**config.mk**
```make
export PLATFORM = sky130hd
export DESIGN_NAME = dma_req_seq
export DESIGN_NICKNAME = d
export VERILOG_FILES = /design/src/rtl/dreq_pkg.sv /design/src/rtl/dreq_bell_fmt.sv /design/src/rtl/dreq_decode.sv /design/src/rtl/dreq_fsm.sv /design/src/rtl/dma_req_seq.sv
export SDC_FILE = /design/constraint.sdc
export NUM_CORES = 1
export LEC_CHECK = 0
export BUFFER_PORTS_ARGS = -buffer_cell sky130_fd_sc_hd__buf_4
export CAP_MARGIN = 20
export CORE_AREA = 4 4 234 236
export CTS_BUF_LIST = sky130_fd_sc_hd__clkbuf_16
export CTS_CLUSTER_SIZE = 12
export DETAILED_ROUTE_END_ITERATION = 6
export DIE_AREA = 0 0 238 240
export PLACE_DENSITY_LB_ADDON = 0.15
export SETUP_SLACK_MARGIN = 0.2
export SLEW_MARGIN = 20
export SYNTH_ARGS = -nofsm -noshare
export SYNTH_HDL_FRONTEND = slang
export SYNTH_SLANG_ARGS = --single-unit
```
**constraint.sdc**
```tcl
create_clock -name clk -period 2.45 [get_ports clk]
set_input_delay 0.49 -clock clk [delete_from_list [all_inputs] [get_ports clk]]
set_output_delay 0.49 -clock clk [all_outputs]
set_load 0.02 [all_outputs]
```
**src/rtl/dreq_pkg.sv**
```systemverilog
package dreq_pkg;
  localparam int BELL_W     = 32;
  localparam int BELL_LANES = BELL_W / 8;

  typedef enum logic [3:0] {
    ST_IDLE, ST_EVAL, ST_PRE, ST_XFER, ST_XWAIT,
    ST_POST, ST_BELL, ST_RSP, ST_DONE
  } seq_state_t;

  typedef enum logic [1:0] {
    XK_NONE = 2'd0, XK_TO_DEV = 2'd1, XK_FROM_DEV = 2'd2, XK_BAD = 2'd3
  } xfer_kind_t;

  typedef enum logic [1:0] {
    BW_32 = 2'd0, BW_16 = 2'd1, BW_8 = 2'd2, BW_RSVD = 2'd3
  } bell_width_t;

  typedef enum logic [1:0] {
    CC_OK = 2'd0, CC_BAD_KIND = 2'd1, CC_BAD_WIDTH = 2'd2, CC_MISALIGN = 2'd3
  } cmpl_t;
endpackage

```
**src/rtl/dreq_bell_fmt.sv**
```systemverilog
module dreq_bell_fmt
  import dreq_pkg::*;
(
  input  bell_width_t           width,
  input  logic [1:0]            addr_lo,
  input  logic [BELL_W-1:0]     data_in,
  output logic [BELL_LANES-1:0] be,
  output logic [BELL_W-1:0]     data_out,
  output logic                  width_rsvd,
  output logic                  misalign
);
  // Per-lane enable and byte selection
  for (genvar g = 0; g < BELL_LANES; g++) begin : g_lane
    localparam logic [1:0] LANE_IDX = 2'(g);
    always_comb begin
      unique case (width)
        BW_32: begin
          be[g]             = 1'b1;
          data_out[8*g +: 8] = data_in[8*g +: 8];
        end
        BW_16: begin
          be[g]             = (addr_lo[1] == LANE_IDX[1]);
          data_out[8*g +: 8] = data_in[8*(g%2) +: 8];
        end
        BW_8: begin
          be[g]             = (addr_lo == LANE_IDX);
          data_out[8*g +: 8] = data_in[7:0];
        end
        default: begin
          be[g]             = 1'b0;
          data_out[8*g +: 8] = 8'h00;
        end
      endcase
    end
  end

  always_comb begin
    width_rsvd = (width == BW_RSVD);
    unique case (width)
      BW_32:   misalign = |addr_lo;
      BW_16:   misalign = addr_lo[0];
      default: misalign = 1'b0;
    endcase
  end
endmodule

```
**src/rtl/dreq_decode.sv**
```systemverilog
module dreq_decode
  import dreq_pkg::*;
(
  input  logic [7:0]  cmd,
  input  logic [7:0]  attr,
  input  logic        width_rsvd,
  input  logic        misalign,
  output xfer_kind_t  kind,
  output logic        bulk,
  output logic        want_rsp,
  output logic        force_irq,
  output logic        bell_en,
  output bell_width_t bell_width,
  output cmpl_t       code
);
  logic cmd_unused;
  logic attr_unused;
  assign cmd_unused  = ^{cmd[6:5], cmd[2]};
  assign attr_unused = ^attr[6:2];

  always_comb begin
    kind       = xfer_kind_t'(cmd[1:0]);
    bulk       = cmd[3];
    want_rsp   = cmd[4];
    force_irq  = cmd[7];
    bell_en    = attr[7];
    bell_width = bell_width_t'(attr[1:0]);
    if (kind == XK_BAD)               code = CC_BAD_KIND;
    else if (bell_en && width_rsvd)   code = CC_BAD_WIDTH;
    else if (bell_en && misalign)     code = CC_MISALIGN;
    else                              code = CC_OK;
  end
endmodule

```
**src/rtl/dreq_fsm.sv**
```systemverilog
module dreq_fsm
  import dreq_pkg::*;
(
  input  logic clk,
  input  logic rst_n,
  input  logic desc_valid,
  input  logic has_err,
  input  logic has_pre,
  input  logic has_post,
  input  logic has_xfer,
  input  logic bell_en,
  input  logic want_rsp,
  input  logic force_irq,
  input  logic sync_ok,
  input  logic xfer_done,
  input  logic bell_ready,
  input  logic rsp_ready,
  output logic desc_ready,
  output logic load,
  output logic sync_req,
  output logic sync_phase,
  output logic xfer_start,
  output logic bell_valid,
  output logic rsp_valid,
  output logic done_irq
);
  seq_state_t state, nxt;
  seq_state_t after_pre, after_xfer, after_post, after_bell;

  // Skip chain: each phase falls through to the next enabled one
  always_comb begin
    after_bell = (want_rsp || has_err) ? ST_RSP : ST_DONE;
    after_post = bell_en  ? ST_BELL : after_bell;
    after_xfer = has_post ? ST_POST : after_post;
    after_pre  = has_xfer ? ST_XFER : after_xfer;
  end

  always_comb begin
    nxt = state;
    unique case (state)
      ST_IDLE:  if (desc_valid) nxt = ST_EVAL;
      ST_EVAL:  nxt = has_err ? ST_RSP : (has_pre ? ST_PRE : after_pre);
      ST_PRE:   if (sync_ok) nxt = after_pre;
      ST_XFER:  nxt = ST_XWAIT;
      ST_XWAIT: if (xfer_done) nxt = after_xfer;
      ST_POST:  if (sync_ok) nxt = after_post;
      ST_BELL:  if (bell_ready) nxt = after_bell;
      ST_RSP:   if (rsp_ready) nxt = ST_DONE;
      ST_DONE:  nxt = ST_IDLE;
      default:  nxt = ST_IDLE;
    endcase
  end

  always_ff @(posedge clk) begin
    if (!rst_n) state <= ST_IDLE;
    else        state <= nxt;
  end

  assign desc_ready = (state == ST_IDLE);
  assign load       = desc_ready && desc_valid;
  assign sync_req   = (state == ST_PRE) || (state == ST_POST);
  assign sync_phase = (state == ST_POST);
  assign xfer_start = (state == ST_XFER);
  assign bell_valid = (state == ST_BELL);
  assign rsp_valid  = (state == ST_RSP);
  assign done_irq   = (state == ST_DONE) && force_irq;
endmodule

```
**src/rtl/dma_req_seq.sv**
```systemverilog
module dma_req_seq
  import dreq_pkg::*;
#(
  parameter int ADDR_W = 64,
  parameter int LEN_W  = 32,
  parameter int ID_W   = 16,
  parameter int CODE_W = 16
) (
  input  logic                  clk,
  input  logic                  rst_n,
  input  logic                  desc_valid,
  output logic                  desc_ready,
  input  logic [ID_W-1:0]       desc_id,
  input  logic [7:0]            desc_cmd,
  input  logic [ADDR_W-1:0]     desc_src,
  input  logic [ADDR_W-1:0]     desc_dst,
  input  logic [LEN_W-1:0]      desc_len,
  input  logic                  desc_presync,
  input  logic                  desc_postsync,
  input  logic [ADDR_W-1:0]     desc_bell_addr,
  input  logic [7:0]            desc_bell_attr,
  input  logic [BELL_W-1:0]     desc_bell_data,
  output logic                  sync_req,
  output logic                  sync_phase,
  input  logic                  sync_ok,
  output logic                  xfer_start,
  output logic [1:0]            xfer_dir,
  output logic                  xfer_bulk,
  output logic [ADDR_W-1:0]     xfer_src,
  output logic [ADDR_W-1:0]     xfer_dst,
  output logic [LEN_W-1:0]      xfer_len,
  input  logic                  xfer_done,
  output logic                  bell_valid,
  input  logic                  bell_ready,
  output logic [ADDR_W-1:0]     bell_addr,
  output logic [BELL_W-1:0]     bell_data,
  output logic [BELL_LANES-1:0] bell_be,
  output logic                  rsp_valid,
  input  logic                  rsp_ready,
  output logic [ID_W-1:0]       rsp_id,
  output logic [CODE_W-1:0]     rsp_code,
  output logic                  done_irq
);
  logic                r_pre, r_post;
  logic [ID_W-1:0]     r_id;
  logic [7:0]          r_cmd, r_attr;
  logic [ADDR_W-1:0]   r_src, r_dst, r_baddr;
  logic [LEN_W-1:0]    r_len;
  logic [BELL_W-1:0]   r_bdata;
  logic                load;

  xfer_kind_t  kind;
  bell_width_t bwidth;
  cmpl_t       code;
  logic        bulk, want_rsp, force_irq, bell_en, width_rsvd, misalign;

  // Descriptor capture
  always_ff @(posedge clk) begin
    if (!rst_n) begin
      r_id <= '0; r_cmd <= '0; r_attr <= '0; r_src <= '0; r_dst <= '0;
      r_len <= '0; r_baddr <= '0; r_bdata <= '0; r_pre <= 1'b0; r_post <= 1'b0;
    end else if (load) begin
      r_id    <= desc_id;
      r_cmd   <= desc_cmd;
      r_attr  <= desc_bell_attr;
      r_src   <= desc_src;
      r_dst   <= desc_dst;
      r_len   <= desc_len;
      r_baddr <= desc_bell_addr;
      r_bdata <= desc_bell_data;
      r_pre   <= desc_presync;
      r_post  <= desc_postsync;
    end
  end

  dreq_decode u_decode (
    .cmd        (r_cmd),
    .attr       (r_attr),
    .width_rsvd (width_rsvd),
    .misalign   (misalign),
    .kind       (kind),
    .bulk       (bulk),
    .want_rsp   (want_rsp),
    .force_irq  (force_irq),
    .bell_en    (bell_en),
    .bell_width (bwidth),
    .code       (code)
  );

  dreq_bell_fmt u_bell (
    .width      (bwidth),
    .addr_lo    (r_baddr[1:0]),
    .data_in    (r_bdata),
    .be         (bell_be),
    .data_out   (bell_data),
    .width_rsvd (width_rsvd),
    .misalign   (misalign)
  );

  dreq_fsm u_fsm (
    .clk        (clk),
    .rst_n      (rst_n),
    .desc_valid (desc_valid),
    .has_err    (code != CC_OK),
    .has_pre    (r_pre),
    .has_post   (r_post),
    .has_xfer   (kind != XK_NONE),
    .bell_en    (bell_en),
    .want_rsp   (want_rsp),
    .force_irq  (force_irq),
    .sync_ok    (sync_ok),
    .xfer_done  (xfer_done),
    .bell_ready (bell_ready),
    .rsp_ready  (rsp_ready),
    .desc_ready (desc_ready),
    .load       (load),
    .sync_req   (sync_req),
    .sync_phase (sync_phase),
    .xfer_start (xfer_start),
    .bell_valid (bell_valid),
    .rsp_valid  (rsp_valid),
    .done_irq   (done_irq)
  );

  assign xfer_dir  = kind;
  assign xfer_bulk = bulk;
  assign xfer_src  = r_src;
  assign xfer_dst  = r_dst;
  assign xfer_len  = r_len;
  assign bell_addr = {r_baddr[ADDR_W-1:2], 2'b00};
  assign rsp_id    = r_id;
  assign rsp_code  = CODE_W'(code);
endmodule

```
* Word level (Yosys, flattened, before mapping)
Cells that the tools add are included.
W data, S select, Z words.
** Storage, ports and cells
- Bits in registers :: 294
** Operators by class
- Eq/ne operators :: 21
- Muxes and demuxes :: 25
- Bitwise logic cells :: 1
- Reduce and logical (&&, ||, !) cells :: 16
** Operators with widths (count)
- $mux W4 :: 12
- $pmux W4 S8 :: 1
- $pmux W8 S2 :: 2
- $pmux W8 S3 :: 1
- $eq A4 B3 Y1 const B :: 4
- $pmux W1 S3 :: 4
- $eq A2 B2 Y1 const B :: 5
- $eq A4 B2 Y1 const B :: 2
- $mux W8 :: 1
- $mux W2 :: 3
- $ne A2 B1 Y1 const B :: 3
- $ne A2 B2 Y1 const B :: 3
- $reduce_and A6 Y1 :: 1
- $reduce_or A2 Y1 :: 3
- $eq A2 B1 Y1 const B :: 2
- $eq A4 B1 Y1 const B :: 1
- $eq A4 B4 Y1 const B :: 1
- $logic_and A1 B1 Y1 :: 4
- $logic_not A2 Y1 :: 2
- $logic_not A4 Y1 :: 1
- $reduce_bool A2 Y1 :: 2
- $reduce_or A3 Y1 :: 1
- $logic_or A1 B1 Y1 :: 2
- $pmux W1 S2 :: 1
- $not A1 Y1 :: 1

* Depth between registers and ports, before layout
- Depth in word-level cells :: 15
- Gate-level depth with buffers :: 7
- Depth with buffers taken out :: 7

* Modules after synthesis
Synthesis repeated with hierarchy kept, for this count alone.
** Unflattened totals
- Cells, all modules :: 1202
- Area, all modules :: 12642.1 µm²
** By module, submodules not included
- dma_req_seq :: instances 1, cells an instance 1015, area each 11434.7 µm², sequential area each 5805.6 µm²
- dreq_bell_fmt :: instances 1, cells an instance 91, area each 618.1 µm², sequential area each 0.0 µm²
- dreq_fsm :: instances 1, cells an instance 83, area each 506.7 µm², sequential area each 80.1 µm²
- dreq_decode :: instances 1, cells an instance 13, area each 82.6 µm², sequential area each 0.0 µm²

* Least setup slack after synthesis
OpenSTA, ideal clock, no wires.
- Path type :: register -> output
- From :: register r_attr[0]
- To :: output port rsp_code[0]
- Arrival :: 1.531 ns
- Slack :: 0.429 ns
- Stages on the path, launching flop included :: 7
- Path buffers :: 1
- Path through :: dfxtp_1 inv_1 ha_1 or2_2 clkbuf_1 nand3b_1 o21ai_0
** On the way
- Word-level cells in the longest chain between the ends :: 6
** RTL lines
- from (decl) :: RTL line dma_req_seq.sv:46 : logic [7:0] r_cmd, r_attr;
- from (signal assigned) :: RTL line dma_req_seq.sv:65 : r_attr <= desc_bell_attr;
- $eq A2 B1 Y1 or $logic_not A2 Y1 (tied branches) :: RTL line dreq_bell_fmt.sv:39 : unique case (width)
- $pmux W1 S2 :: RTL line dreq_bell_fmt.sv:39
- $logic_and A1 B1 Y1 :: RTL line dreq_decode.sv:30 : else if (bell_en && misalign) code = CC_MISALIGN;
- $mux W2 :: RTL line dreq_decode.sv:30
- $mux W2 (*) :: RTL line dreq_decode.sv:29 : else if (bell_en && width_rsvd) code = CC_BAD_WIDTH;
- $mux W2 (*) :: RTL line dreq_decode.sv:28 : if (kind == XK_BAD) code = CC_BAD_KIND;
- to (decl) :: RTL line dma_req_seq.sv:41 : output logic [CODE_W-1:0] rsp_code,
Mark *: on every way between the ends. The rest lies on a longest branch, timed or not.

* Final worst setup path
- From :: register r_attr[0]
- To :: output port bell_data[31]
** On the way
- Word-level cells in the longest chain between the ends :: 2
** RTL lines
- $eq A2 B2 Y1, or another cell as far along :: RTL line dreq_bell_fmt.sv:16 : unique case (width)
- $pmux W8 S3 (*) :: RTL line dreq_bell_fmt.sv:16
- to (decl) :: RTL line dma_req_seq.sv:36 : output logic [BELL_W-1:0] bell_data,
Marks and branches as above.

==> reports/metrics.cfg <==
[status]
status = finished, final reports clean

[power]
internal_power_mw = 12.0
share_comb_of_total_power_pct = 42.9
p_seq_share_pct = 32.3
p_switching_mw = 7.75
p_per_area_mw_per_mm2 = 1080
clkPwrFrac_pct = 24.8
p_sw_share_pct = 39.2
p_leak_nw = 8.08
ir_worst_vdd_mv = 0.627

[floorplanning]
core-area_mm2 = 0.0524
row_count = 84
fp.dieW_um = 238
dieArea_mm2 = 0.0571
start_util_pct = 23.1
die_y_um = 240
io_pins = 599

[sta]
fin_ws_ns = 0.0576
rsz0062_at_grt = true
fin_skew_ns = 0.0126
finalSetupTns_ns = 0
finalCriticalPeriod_ns = 2.39
max_freq_mhz = 418
drv_slew = 0
relSlewSlack_pct = 62.9
setup_viol = 0
tightest_slew_ns = 0.554
post-route-period-util_pct = 97.6
hold_viol_final = 0

[cts]
cts_tree = built
cts_made_buffers = 36
clockRootBuffer = clkbuf_16
clk_pin_slew_ns = 0.06
clock_sinks = 286
clock_latency_ns = 0.52
clock_path_buffers = 3
h-tree-depth = 2

[critical_path]
crit_path_end_kind = output port
cp_max_fo = 7
startpoint_type = register
crit_required_ns = 1.96
crit_arrival_ns = 1.90
crit_type = reg -> out

[place]
place_inst = 2597
io_buffers = 574
place_hpwl_um = 34400
dp_worst_setup_slack_ns = 0.266
gp_congestion = 0.812

[logic_synthesis]
syn-cell-area_mm2 = 0.0121
synth_edf_count = 0
synth-seq-area-share_pct = 47.3
synth-main-ff-cell = dfxtp_1
ys_async_sr_fraction_pct = 0
yosys_warnings = 0
syn_area_per_cell_um2 = 8.18
syn_inst = 1480
synth-seq-cells = 286
synth_cell_types = 50

[routing]
firstDrtPassIters = 5
drcViolationCount = 0
drt_wl_total_um = 47500
ant_nets = 0
post_drt_wl_per_cell_um = 17.8
viasPerCell = 4.29
via_count = 11500
drtIter0Drc = 512

[global_routing]
track_usage_pct = 15.5
grt_pass1_vias = 11300
grt_antenna_before_repair = 5
grt_max_degree = 89
grt_overflow_total = 0
grt_first_pass_wirelength_um = 69600

[finish]
layout_common_cells = buf_4, nand2_1, a21boi_1
nets = 2271
drive_gt1_share_pct = 36.8
final_common_cell = buf_4
final_cells = 2678
fin_util_pct = 34.8
syn2layout_area_growth_pct = 50.6

[worst_hold_path]
hold_class = in -> reg

[job]
maxCapViolCount = 0

==> critical path, cell delays in order, from the launching register on <==
cell	delay (ns)
dfxtp_4	0.37
inv_4	0.05
ha_4	0.17
buf_8	0.14
a222oi_1	0.31
nor2_1	0.16
buf_4	0.19
==> routing by layer <==
layer	GRT usage, %	part of all wire [%]
met5	0	0.057
met4	5.10	2.9
met3	5.47	8.6
met2	26.5	49
met1	18.2	40
==> power groups by stage <==
stage                     Sequential, mW  Combinational (mW)  Clock, mW
final                               6.39                8.47       4.89
after floorplan                     7.10                4.30          0
after global routing                6.53                9.23       5.30
after CTS                           6.39                8.46       5.13
after global placement              6.42                8.12          0
after detailed placement            6.46                8.14          0
==> flip-flops by register name (all words and copies together), names as in the netlist <==
register     count
r_cmd            5
xfer_len        32
xfer_dst        64
r_pre            1
r_bdata         32
r_post           1
r_baddr         64
xfer_src        64
u_fsm.state      4
rsp_id          16
r_attr           3
==> final timing paths <==
kind	startpoint	slack [ns]	end	depth (start not counted)
setup / recovery	r_attr[0]$_SDFFE_PN0P_	0.06	bell_data[31]	6
hold / removal	desc_bell_data[21]	0.21	r_bdata[21]$_SDFFE_PN0P_	3
setup reg to reg	u_fsm.state[1]$_SDFFE_PN0P_	0.56	r_bdata[12]$_SDFFE_PN0P_	6
hold reg to reg	r_baddr[41]$_SDFFE_PN0P_	0.45	r_baddr[41]$_SDFFE_PN0P_	2
==> logic make-up (layout without fill, tap and decap cells) <==
family	after synthesis	count (layout)	synth area share [%]
and+or+nand+nor	640	641	20.7
AOI/OAI and AO/OA	346	346	21.4
DFF	286	286	47.3
buffers and inverters	199	690	9.74
adders and majority gates	5	5	0.517
muxes	2	2	0.186
other	1	19	0.0310
xor gates and xnor gates	1	1	0.0724
==> Yosys cell counts (all sizes together) (2+ instances only) <==
master | number | area (um2)
nor3b | 3 | 27.5
a21oi | 11 | 55.1
mux2 | 2 | 22.5
nor3 | 6 | 30.0
a22oi | 18 | 135
nand2 | 573 | 2150
inv | 9 | 33.8
nor4 | 3 | 33.8
a21o | 2 | 15.0
dfxtp | 286 | 5730
ha | 5 | 62.6
nor2 | 37 | 139
o21ai | 8 | 40.0
clkbuf | 71 | 267
o211ai | 2 | 15.0
a21boi | 283 | 2120
a222oi | 8 | 80.1
o22ai | 2 | 12.5
nor2b | 10 | 62.6
buf | 119 | 878
==> metrics by stage <==
| stage | area [um2] | total power, mW | hold slack [ns] |
|---|---|---|---|
| floorplan | 12200 | 11.4 | 0.434 |
| global placement | 16600 | 14.5 | 0.442 |
| detailed placement | 16600 | 14.6 | 0.445 |
| CTS | 18000 | 20.0 | 0.156 |
| global route | 18200 | 21.1 | 0.175 |
| finish | 18200 | 19.8 | 0.205 |
==> timing repair <==
item                       in CTS  in global routing
resized for setup              70                 34
cloned                          3                  1
pin swaps                      23                 22
buffers inserted               11                  7
hold buffers                    0                  0
setup endpoints to repair      34                 39
==> area by class of cell <==
class                   instances  area, um2
clock buffers                  37        926
clock inverters                19        126
multi-input cells            1011       5530
well taps                     688        861
flip-flops and latches        286       5740
fillers                      5636      34200
repair buffers                625       5000
diodes                          3       7.51
inverters                       9       38.8
No activity file was read; power rests on OpenSTA's default activity.
